File: src/rtl/ufi_pkg.sv
package ufi_pkg;
  localparam int IDX_W    = 14;
  localparam int UF_W     = 3;
  localparam int FRAME_W  = IDX_W - UF_W;
  localparam int SIZE_W   = 3;
  localparam int LIST_W   = 10;
  localparam int BUS_W    = 32;
  localparam int STRB_W   = BUS_W / 8;

  typedef enum logic [2:0] {
    ACT_HOLD,
    ACT_WRITE,
    ACT_TICK,
    ACT_SOF_LOAD,
    ACT_SOF_STEP
  } ufi_act_e;
endpackage

File: src/rtl/ufi_write_gate.sv
module ufi_write_gate #(
  parameter int STRB_W = ufi_pkg::STRB_W
) (
  input  logic              wr_en,
  input  logic [STRB_W-1:0] wr_strb,
  input  logic              device_mode,
  input  logic              halted,
  input  logic              run,
  output logic              wr_accept
);
  logic full_word;
  logic host_idle;

  // only a whole-word write counts; partial strobes are dropped
  assign full_word = &wr_strb;
  assign host_idle = halted && !run;
  assign wr_accept = wr_en && full_word && host_idle && !device_mode;
endmodule

File: src/rtl/ufi_list_window.sv
module ufi_list_window #(
  parameter int IDX_W  = ufi_pkg::IDX_W,
  parameter int UF_W   = ufi_pkg::UF_W,
  parameter int SIZE_W = ufi_pkg::SIZE_W,
  parameter int LIST_W = ufi_pkg::LIST_W
) (
  input  logic [IDX_W-1:0]  idx,
  input  logic [SIZE_W-1:0] list_size,
  output logic [LIST_W-1:0] list_index,
  output logic              at_wrap
);
  localparam int NUM_SIZES = 1 << SIZE_W;

  logic [LIST_W-1:0] mask_tbl [NUM_SIZES];
  logic [LIST_W-1:0] mask;
  logic [LIST_W-1:0] raw;

  // each size code halves the list, dropping one index bit from the top
  for (genvar g = 0; g < NUM_SIZES; g++) begin : g_mask
    if (g < LIST_W) begin : g_live
      assign mask_tbl[g] = {LIST_W{1'b1}} >> g;
    end else begin : g_empty
      assign mask_tbl[g] = '0;
    end
  end

  assign mask       = mask_tbl[list_size];
  assign raw        = idx[UF_W +: LIST_W];
  assign list_index = raw & mask;
  assign at_wrap    = (list_index == mask) && (&idx[UF_W-1:0]);
endmodule

File: src/rtl/ufi_next_state.sv
module ufi_next_state
  import ufi_pkg::*;
#(
  parameter int IDX_W   = ufi_pkg::IDX_W,
  parameter int UF_W    = ufi_pkg::UF_W,
  parameter int FRAME_W = ufi_pkg::FRAME_W
) (
  input  logic [IDX_W-1:0]   idx,
  input  logic               device_mode,
  input  logic               run,
  input  logic               uframe_tick,
  input  logic               sof_valid,
  input  logic [FRAME_W-1:0] sof_frame,
  input  logic               wr_accept,
  input  logic [IDX_W-1:0]   wr_value,
  output logic [IDX_W-1:0]   idx_next,
  output logic               advance
);
  ufi_act_e act;
  logic     frame_same;

  assign frame_same = (idx[IDX_W-1:UF_W] == sof_frame);

  always_comb begin
    act = ACT_HOLD;
    if (device_mode) begin
      if (sof_valid) act = frame_same ? ACT_SOF_STEP : ACT_SOF_LOAD;
    end else if (wr_accept) begin
      act = ACT_WRITE;
    end else if (run && uframe_tick) begin
      act = ACT_TICK;
    end
  end

  always_comb begin
    idx_next = idx;
    unique case (act)
      ACT_WRITE:    idx_next = wr_value;
      ACT_TICK:     idx_next = idx + IDX_W'(1);
      ACT_SOF_LOAD: idx_next = {sof_frame, {UF_W{1'b0}}};
      ACT_SOF_STEP: idx_next = {idx[IDX_W-1:UF_W], idx[UF_W-1:0] + UF_W'(1)};
      default:      idx_next = idx;
    endcase
  end

  assign advance = (act == ACT_TICK);
endmodule

File: src/rtl/usb_frame_index.sv
module usb_frame_index
  import ufi_pkg::*;
#(
  parameter int IDX_W  = ufi_pkg::IDX_W,
  parameter int UF_W   = ufi_pkg::UF_W,
  parameter int SIZE_W = ufi_pkg::SIZE_W,
  parameter int LIST_W = ufi_pkg::LIST_W,
  parameter int BUS_W  = ufi_pkg::BUS_W
) (
  input  logic                   clk,
  input  logic                   rst_n,
  input  logic                   device_mode,
  input  logic                   run,
  input  logic                   halted,
  input  logic [SIZE_W-1:0]      list_size,
  input  logic                   uframe_tick,
  input  logic                   sof_valid,
  input  logic [IDX_W-UF_W-1:0]  sof_frame,
  input  logic                   wr_en,
  input  logic [BUS_W/8-1:0]     wr_strb,
  input  logic [BUS_W-1:0]       wr_data,
  output logic [IDX_W-1:0]       frindex,
  output logic [LIST_W-1:0]      list_index,
  output logic                   rollover,
  output logic [IDX_W-UF_W-1:0]  sof_frame_out
);
  localparam int FRAME_W = IDX_W - UF_W;
  localparam int STRB_W  = BUS_W / 8;

  logic             wr_accept;
  logic [IDX_W-1:0] idx_q;
  logic [IDX_W-1:0] idx_next;
  logic             advance;
  logic             at_wrap;
  logic             roll_q;

  ufi_write_gate #(.STRB_W(STRB_W)) u_gate (
    .wr_en       (wr_en),
    .wr_strb     (wr_strb),
    .device_mode (device_mode),
    .halted      (halted),
    .run         (run),
    .wr_accept   (wr_accept)
  );

  ufi_next_state #(.IDX_W(IDX_W), .UF_W(UF_W), .FRAME_W(FRAME_W)) u_next (
    .idx         (idx_q),
    .device_mode (device_mode),
    .run         (run),
    .uframe_tick (uframe_tick),
    .sof_valid   (sof_valid),
    .sof_frame   (sof_frame),
    .wr_accept   (wr_accept),
    .wr_value    (wr_data[IDX_W-1:0]),
    .idx_next    (idx_next),
    .advance     (advance)
  );

  ufi_list_window #(.IDX_W(IDX_W), .UF_W(UF_W), .SIZE_W(SIZE_W), .LIST_W(LIST_W)) u_win (
    .idx        (idx_q),
    .list_size  (list_size),
    .list_index (list_index),
    .at_wrap    (at_wrap)
  );

  always_ff @(posedge clk) begin
    if (!rst_n) begin
      idx_q  <= '0;
      roll_q <= 1'b0;
    end else begin
      idx_q  <= idx_next;
      roll_q <= advance && at_wrap;
    end
  end

  assign frindex       = idx_q;
  assign rollover      = roll_q;
  assign sof_frame_out = idx_q[IDX_W-1:UF_W];
endmodule

File: config.mk
export PLATFORM = sky130hd
export DESIGN_NAME = usb_frame_index
export DESIGN_NICKNAME = d
export VERILOG_FILES = /design/src/rtl/ufi_pkg.sv /design/src/rtl/ufi_write_gate.sv /design/src/rtl/ufi_list_window.sv /design/src/rtl/ufi_next_state.sv /design/src/rtl/usb_frame_index.sv
export SDC_FILE = /design/constraint.sdc
export NUM_CORES = 1
export LEC_CHECK = 0
export ABC_AREA = 1
export CORE_MARGIN = 2
export CORE_UTILIZATION = 30
export CTS_CLUSTER_DIAMETER = 30
export DETAILED_ROUTE_END_ITERATION = 7
export DONT_BUFFER_PORTS = 1
export PLACE_DENSITY = 0.54
export SYNTH_ARGS = -nofsm -noshare
export SYNTH_HDL_FRONTEND = slang
export SYNTH_SLANG_ARGS = --single-unit
File: constraint.sdc
create_clock -name clk -period 1.75 [get_ports clk]
set_input_delay 0.175 -clock clk [delete_from_list [all_inputs] [get_ports clk]]
set_output_delay 0.175 -clock clk [all_outputs]
set_load 0.02 [all_outputs]
# --- After elaboration in Yosys (flattened, before gate mapping) ---
# Memory sizes are Yosys's and may differ from the RTL's.
# Cells that the tools add are included.
classes:
  addsub: 2
  order_cmp: 1
  n_eq_ne: 6
  n_mux: 8
  bitwise_logic: 3
  n_reduce_logical: 14
ops:
  columns: ["cell", "count"]
  rows:
  - ["one-hot mux 14 bit (4 select lines)", 1]
  - ["2-to-1 mux 10 bit", 2]
  - ["adder 14 x 1 -> 14 bit (second input constant)", 1]
  - ["2-to-1 mux 3 bit", 4]
  - ["== test 11 bit", 1]
  - ["AND 10 bit", 1]
  - ["== test 10 bit", 1]
  - ["logical AND 1 bit", 7]
  - ["== test 3 x 2 -> 1 bit (second input constant)", 2]
  - [">= comparator 4 bit (second input constant)", 1]
  - ["NOT 3 -> 4 bit", 1]
  - ["AND reduction 4 bit", 1]
  - ["nonzero test 4 bit", 1]
  - ["adder 3 x 1 -> 3 bit (second input constant)", 1]
  - ["== test 3 x 1 -> 1 bit (second input constant)", 1]
  - ["== test 3 bit (second input constant)", 1]
  - ["AND reduction 3 bit", 1]
  - ["nonzero test 3 bit", 1]
  - ["logical NOT 1 bit", 2]
  - ["2-to-1 mux 2 bit", 1]
  - ["AND reduction 2 bit", 1]
  - ["NOT 1 bit", 1]
totals:
  reg_bits: 15
  romBits: 80
  input_bits: 58
  out_inout_bits: 36
  word_cells: 38
  n_memories: 1
memory_table:
  columns: ["memory", "words", "word_bits", "read_ports", "rd_ports_with_merged_regs", "write_ports", "line", "text"]
  rows:
  - ["(no name shown)", 8, 10, 1, 0, 0, "ufi_list_window.sv:27", "assign mask = mask_tbl[list_size];"]

# --- Logic depth before layout (Yosys ltp) ---
logic_depth:
  word_depth: 9
  depth_mapped: 14
  mapped_depth_nobuf: 13

# --- Modules after synthesis ---
# A second synthesis with hierarchy kept.
unflattened:
  cells_unflattened: 342
  area_unflattened_um2: 1773.0
modules_own_cells:
  columns: ["mod", "n_inst", "cells_per_inst", "area_per_inst_um2", "seq_area_each_um2"]
  rows:
  - ["ufi_next_state", 1, 220, 1001.0, 0.0]
  - ["usb_frame_index", 1, 58, 510.5, 300.3]
  - ["ufi_list_window", 1, 53, 217.7, 0.0]
  - ["ufi_write_gate", 1, 11, 43.8, 0.0]

# --- Least setup slack after synthesis ---
# OpenSTA, ideal clock, no wires.
synth_path:
  path_kind: "register to register"
  from: "register idx_q[0] (netlist: frindex[0])"
  to: "register idx_q[8] (netlist: frindex[8])"
  setup_time_ps: 117
  t_arrival_ps: 1644
  required_time_ps: 1633
  setup_slack_ps: -10
  stages_incl_launch_ff: 11
  path_buffers: 0
  period_less_slack_ps: 1760
  path_cell_list: "dfxtp_1 -> ha_1 -> nand2_1 -> nor2_1 -> nand3_1 -> nor2_1 -> nand2_1 -> nand3_1 -> nand2_1 -> nor3_1 -> nor2_1"
synth_between:
  elab_chain_len: 2
synth_rtl:
  columns: ["item", "line", "text"]
  rows:
  - ["start: declaration", "usb_frame_index.sv:31", "logic [IDX_W-1:0] idx_q;"]
  - ["start signal: assignment", "usb_frame_index.sv:71", "idx_q <= idx_next;"]
  - ["adder 14 x 1 -> 14 bit", "ufi_next_state.sv:39", "ACT_TICK: idx_next = idx + IDX_W'(1);"]
  - ["one-hot mux 14 bit (4 select lines)", "ufi_next_state.sv:37", "unique case (act)"]
# Every way passes these cells.
# A chain may end at the register's enable or synchronous reset.

# --- Final worst setup path ---
layout_path:
  from: "register idx_q[12] (netlist: frindex[12])"
  to: "register idx_q[12] (netlist: frindex[12])"
layout_between:
  elab_chain_len: 7
  word_cells_on_any_way: 13
  classes_between: "add/sub: 1; eq/ne: 5; mux: 4; bitwise: 1; reduce/logical: 2"
layout_rtl:
  columns: ["item", "line", "text"]
  rows:
  - ["== test 11 bit", "ufi_next_state.sv:22", "assign frame_same = (idx[IDX_W-1:UF_W] == sof_frame);"]
  - ["2-to-1 mux 3 bit (2 in a row)", "ufi_next_state.sv:27", "if (sof_valid) act = frame_same ? ACT_SOF_STEP : ACT_SOF_LOAD;"]
  - ["2-to-1 mux 3 bit", "ufi_next_state.sv:26", "if (device_mode) begin"]
  - ["== test 3 x 2 -> 1 bit (tied with other cells)", "ufi_next_state.sv:37", null]
  - ["nonzero test 3 bit (no line) / NOT 1 bit (equally long branches)", null, null]
  - ["AND reduction 2 bit (no line)", null, null]
# Several ways; a longest one is shown, not always the timed one.

==> results.tsv <==
stage	metric	value	unit
grt	grt_usage	0.169	
routing	drt-initial-drc-count	123	
grt	grt_pass1_vias	1731	
critical_path	cp_top_family	simple AND/OR/NAND/NOR gates	
critical_path	critPathKind	reg -> reg	
place	place_area	1790	µm²
die	core_area	5140	µm²
cts	clk_pin_slew	70	ps
critical_path	path_cells	inv_2 -> nand2_1 -> nand2_1 -> nor2_2 -> nand2_2 -> nor2_4 -> nand2_4 -> nand2_4 -> nand2_8 -> nor2_4 -> nand2_1 -> nand2_1 -> nor2_1	
place	dp_cells	365	
die	io_pins	94	
timing	setup_viol	0	
cts	numCtsBuffers	3	
routing	post_drt_wl_per_cell	13.7	µm
routing	drc_errors	0	
cells_and_area	layout_common_cells	nand2_1, nor2_1, buf_4	
cells_and_area	nets	368	
cells_and_area	diodes	0	
hold_path	min_path_type	in -> reg	
critical_path	cp_max_fo	8	
yosys	synth_area_leaders	nand2_1, dfxtp_1, nor2_1	
cts	clkLatencyLatePin	260	ps
timing	max-slew-margin-rel	0.686	
critical_path	r2r_slack	90	ps
timing	fin_crit	1660	ps
critical_path	r2r_start	frindex[12]	
critical_path	arrival	1820	ps
yosys	synth-seq-area-share	0.186	
critical_path	cp_slowest_stage_delay	370	ps
cells_and_area	final_common_cell	nand2_1	
yosys	synth_top_flop_cell	dfxtp_1	
critical_path	r2r-end	frindex[12]	
cells_and_area	final_cell_count_no_fill	377	
place	hpwl	3.92	mm
timing	rsz0062_at_grt	true	
yosys	yosys_warnings	0	
yosys	synth.top_cell.area_share	0.228	
pwr	p_per_area	600	nW/µm²
routing	vias_per_cell	4.70	
yosys	synth_simple_gate_area_frac	0.528	
yosys	synth_area_leader_cell	nand2_1	
critical_path	cp_slowest_cell	dfxtp_4	
yosys	synth_xor_area_frac	0.0435	
yosys	syn_nets	343	
critical_path	path_depth	13	
yosys	synthCells	283	
die	die_h	77.3	µm
routing	wl	5.18	mm
cts	htree_num_levels	1	
yosys	synthMuxAreaShare	0	
yosys	ys_ff_latch	15	
yosys	synth_fa_ha_area_frac	0.0155	
routing	antenna_left	0	
timing	finalCritPeriodShare	0.950	
yosys	synth_cell_types	31	
grt	gr-total-overflow	0	
die	rows	26	
cells_and_area	areaGrowthSynthToFinish	21.8	%
timing	hold_violations	0	
cts	cts_sinks	15	
yosys	synth_enable_flop_cells	0	
critical_path	crit_required	1910	ps
grt	antenna_found_initial	0	
pwr	totalPowerFinal	1.18	mW
cells_and_area	final_core_util	0.381	
critical_path	path_common_cell	nand2_1	
critical_path	r2r_cells	13	
place	io_buffers	0	
timing	slew_viol_final	0	
yosys	synthesis.area	1610	µm²
yosys	avgSynthCellArea	5.69	µm²
critical_path	setup.worst_path.start_class	flop	
timing	timing.fmax	602	MHz
yosys	async_reset_ff_frac	0	
cells_and_area	post-route-cell-area	1960	µm²
cts	root_buffer	clkbuf_8	
run	cap_violations	0	
grt	grt_start_max_net_pins	17	
critical_path	crit_path_end_kind	flop	
hold_path	hold_path_end	frindex[12]	
hold_path	hold_depth	2	
die	die_area	5970	µm²
timing	fin_hold_ws	26.4	ps
critical_path	crit_buf_inv	1	
place	place.gp.congestion	0.860	
pwr	irDropWorstVdd	0.253	mV
yosys	synth_compound_area_frac	0.0676	
pwr	p_leak	0.998	nW
yosys	synth_top_family_by_area	simple AND/OR/NAND/NOR gates	
grt	grt_pass1_wl	8.07	mm
cts	cts_tree	yes	
cells_and_area	drive_above_1_share	0.241	
timing	tightest_slew	467	ps
die	initial_core_util	0.313	
cts	clockBufferDepth	2	
routing	vias	1771	
outcome	status	finished, final reports clean	
die	die_w	77.3	µm
hold_path	hp-start	rst_n	
routing	first_pass_iters	4	
timing	skew	3.48	ps
==> synth_stat cells, types with 2 or more instances <==
cell       n
nor3_1    10
nand2_4    4
a21oi_1    3
nand2_1   98
xor2_1     4
inv_2      4
buf_4     14
inv_1     29
dfxtp_1   15
nor4_1     3
ha_1       2
nand3_1   23
nand3b_1   3
nand4_1    3
o21ai_0   10
nor2_1    40
xnor2_1    4
==> worst max path at each step <==
| stage | end | start | slack [ps] |
|---|---|---|---|
| 2_1_floorplan | frindex[12] | frindex[12] | 10 |
| 3_3_place_gp | frindex[11] | frindex[8] | 40 |
| 3_5_place_dp | frindex[10] | frindex[8] | 30 |
| 4_1_cts | frindex[10] | frindex[8] | 20 |
| 5_1_grt | frindex[12] | frindex[12] | -50 |
| 6_report | frindex[12] | frindex[12] | 90 |
==> routing by layer <==
layer | vias to the layer above | share of wire | track usage
li1 | 927 | - | -
met3 | 9 | 0.091 | 0.0553
met4 | 0 | 0.012 | 0.0411
met5 | - | 0 | 0
met2 | 65 | 0.46 | 0.292
met1 | 770 | 0.43 | 0.202
==> layout make-up <==
cell class	count	area, µm²
fillers	602	3180
multi-input cells	218	1100
inverters	34	135
well taps	70	87.6
flip-flops and latches	15	318
clock buffers	4	45.0
repair buffers	36	274
==> state kept, by name (all words and copies together), names as in the netlist <==
register and cells:
rollover 1, frindex 14
==> cell families (layout without fill, tap and decap cells) <==
kind of cell               count (synthesis)  after routing
buffers and inverters                     51             74
DFF                                       15             15
xor gates and xnor gates                   8              8
adders and majority gates                  2              2
and+or+nand+nor                          190            191
AOI/OAI and AO/OA                         17             17
==> worst reg2reg max path: cells and delay by family (launching register included) <==
family / cells / cell delay, ps
AND/OR/NAND/NOR: 12 / 1170
flip-flops: 1 / 370
buffers and inverters: 1 / 40
==> where the power goes <==
group / total, mW / leakage (nW) / internal, mW / switching, mW
combinational: 0.465 / 0.848 / 0.171 / 0.295
sequential: 0.403 / 0.127 / 0.371 / 0.0324
clock: 0.308 / 0.0228 / 0.162 / 0.146
==> timing repair <==
item | CTS | global route
setup buffers | 0 | 7
resized for setup | 0 | 26
hold buffers | 0 | 0
endpoints found under the setup margin | 0 | 14
==> metrics by stage <==
| step | setup WS [ps] | setup TNS (ps) |
|---|---|---|
| CTS | 17.2 | 0 |
| global placement | 36.1 | 0 |
| floorplan | 12.0 | 0 |
| global route | -47.5 | -143 |
| finish | 88.2 | 0 |
| detailed placement | 29.3 | 0 |
Power figures use the tool's default switching activity.
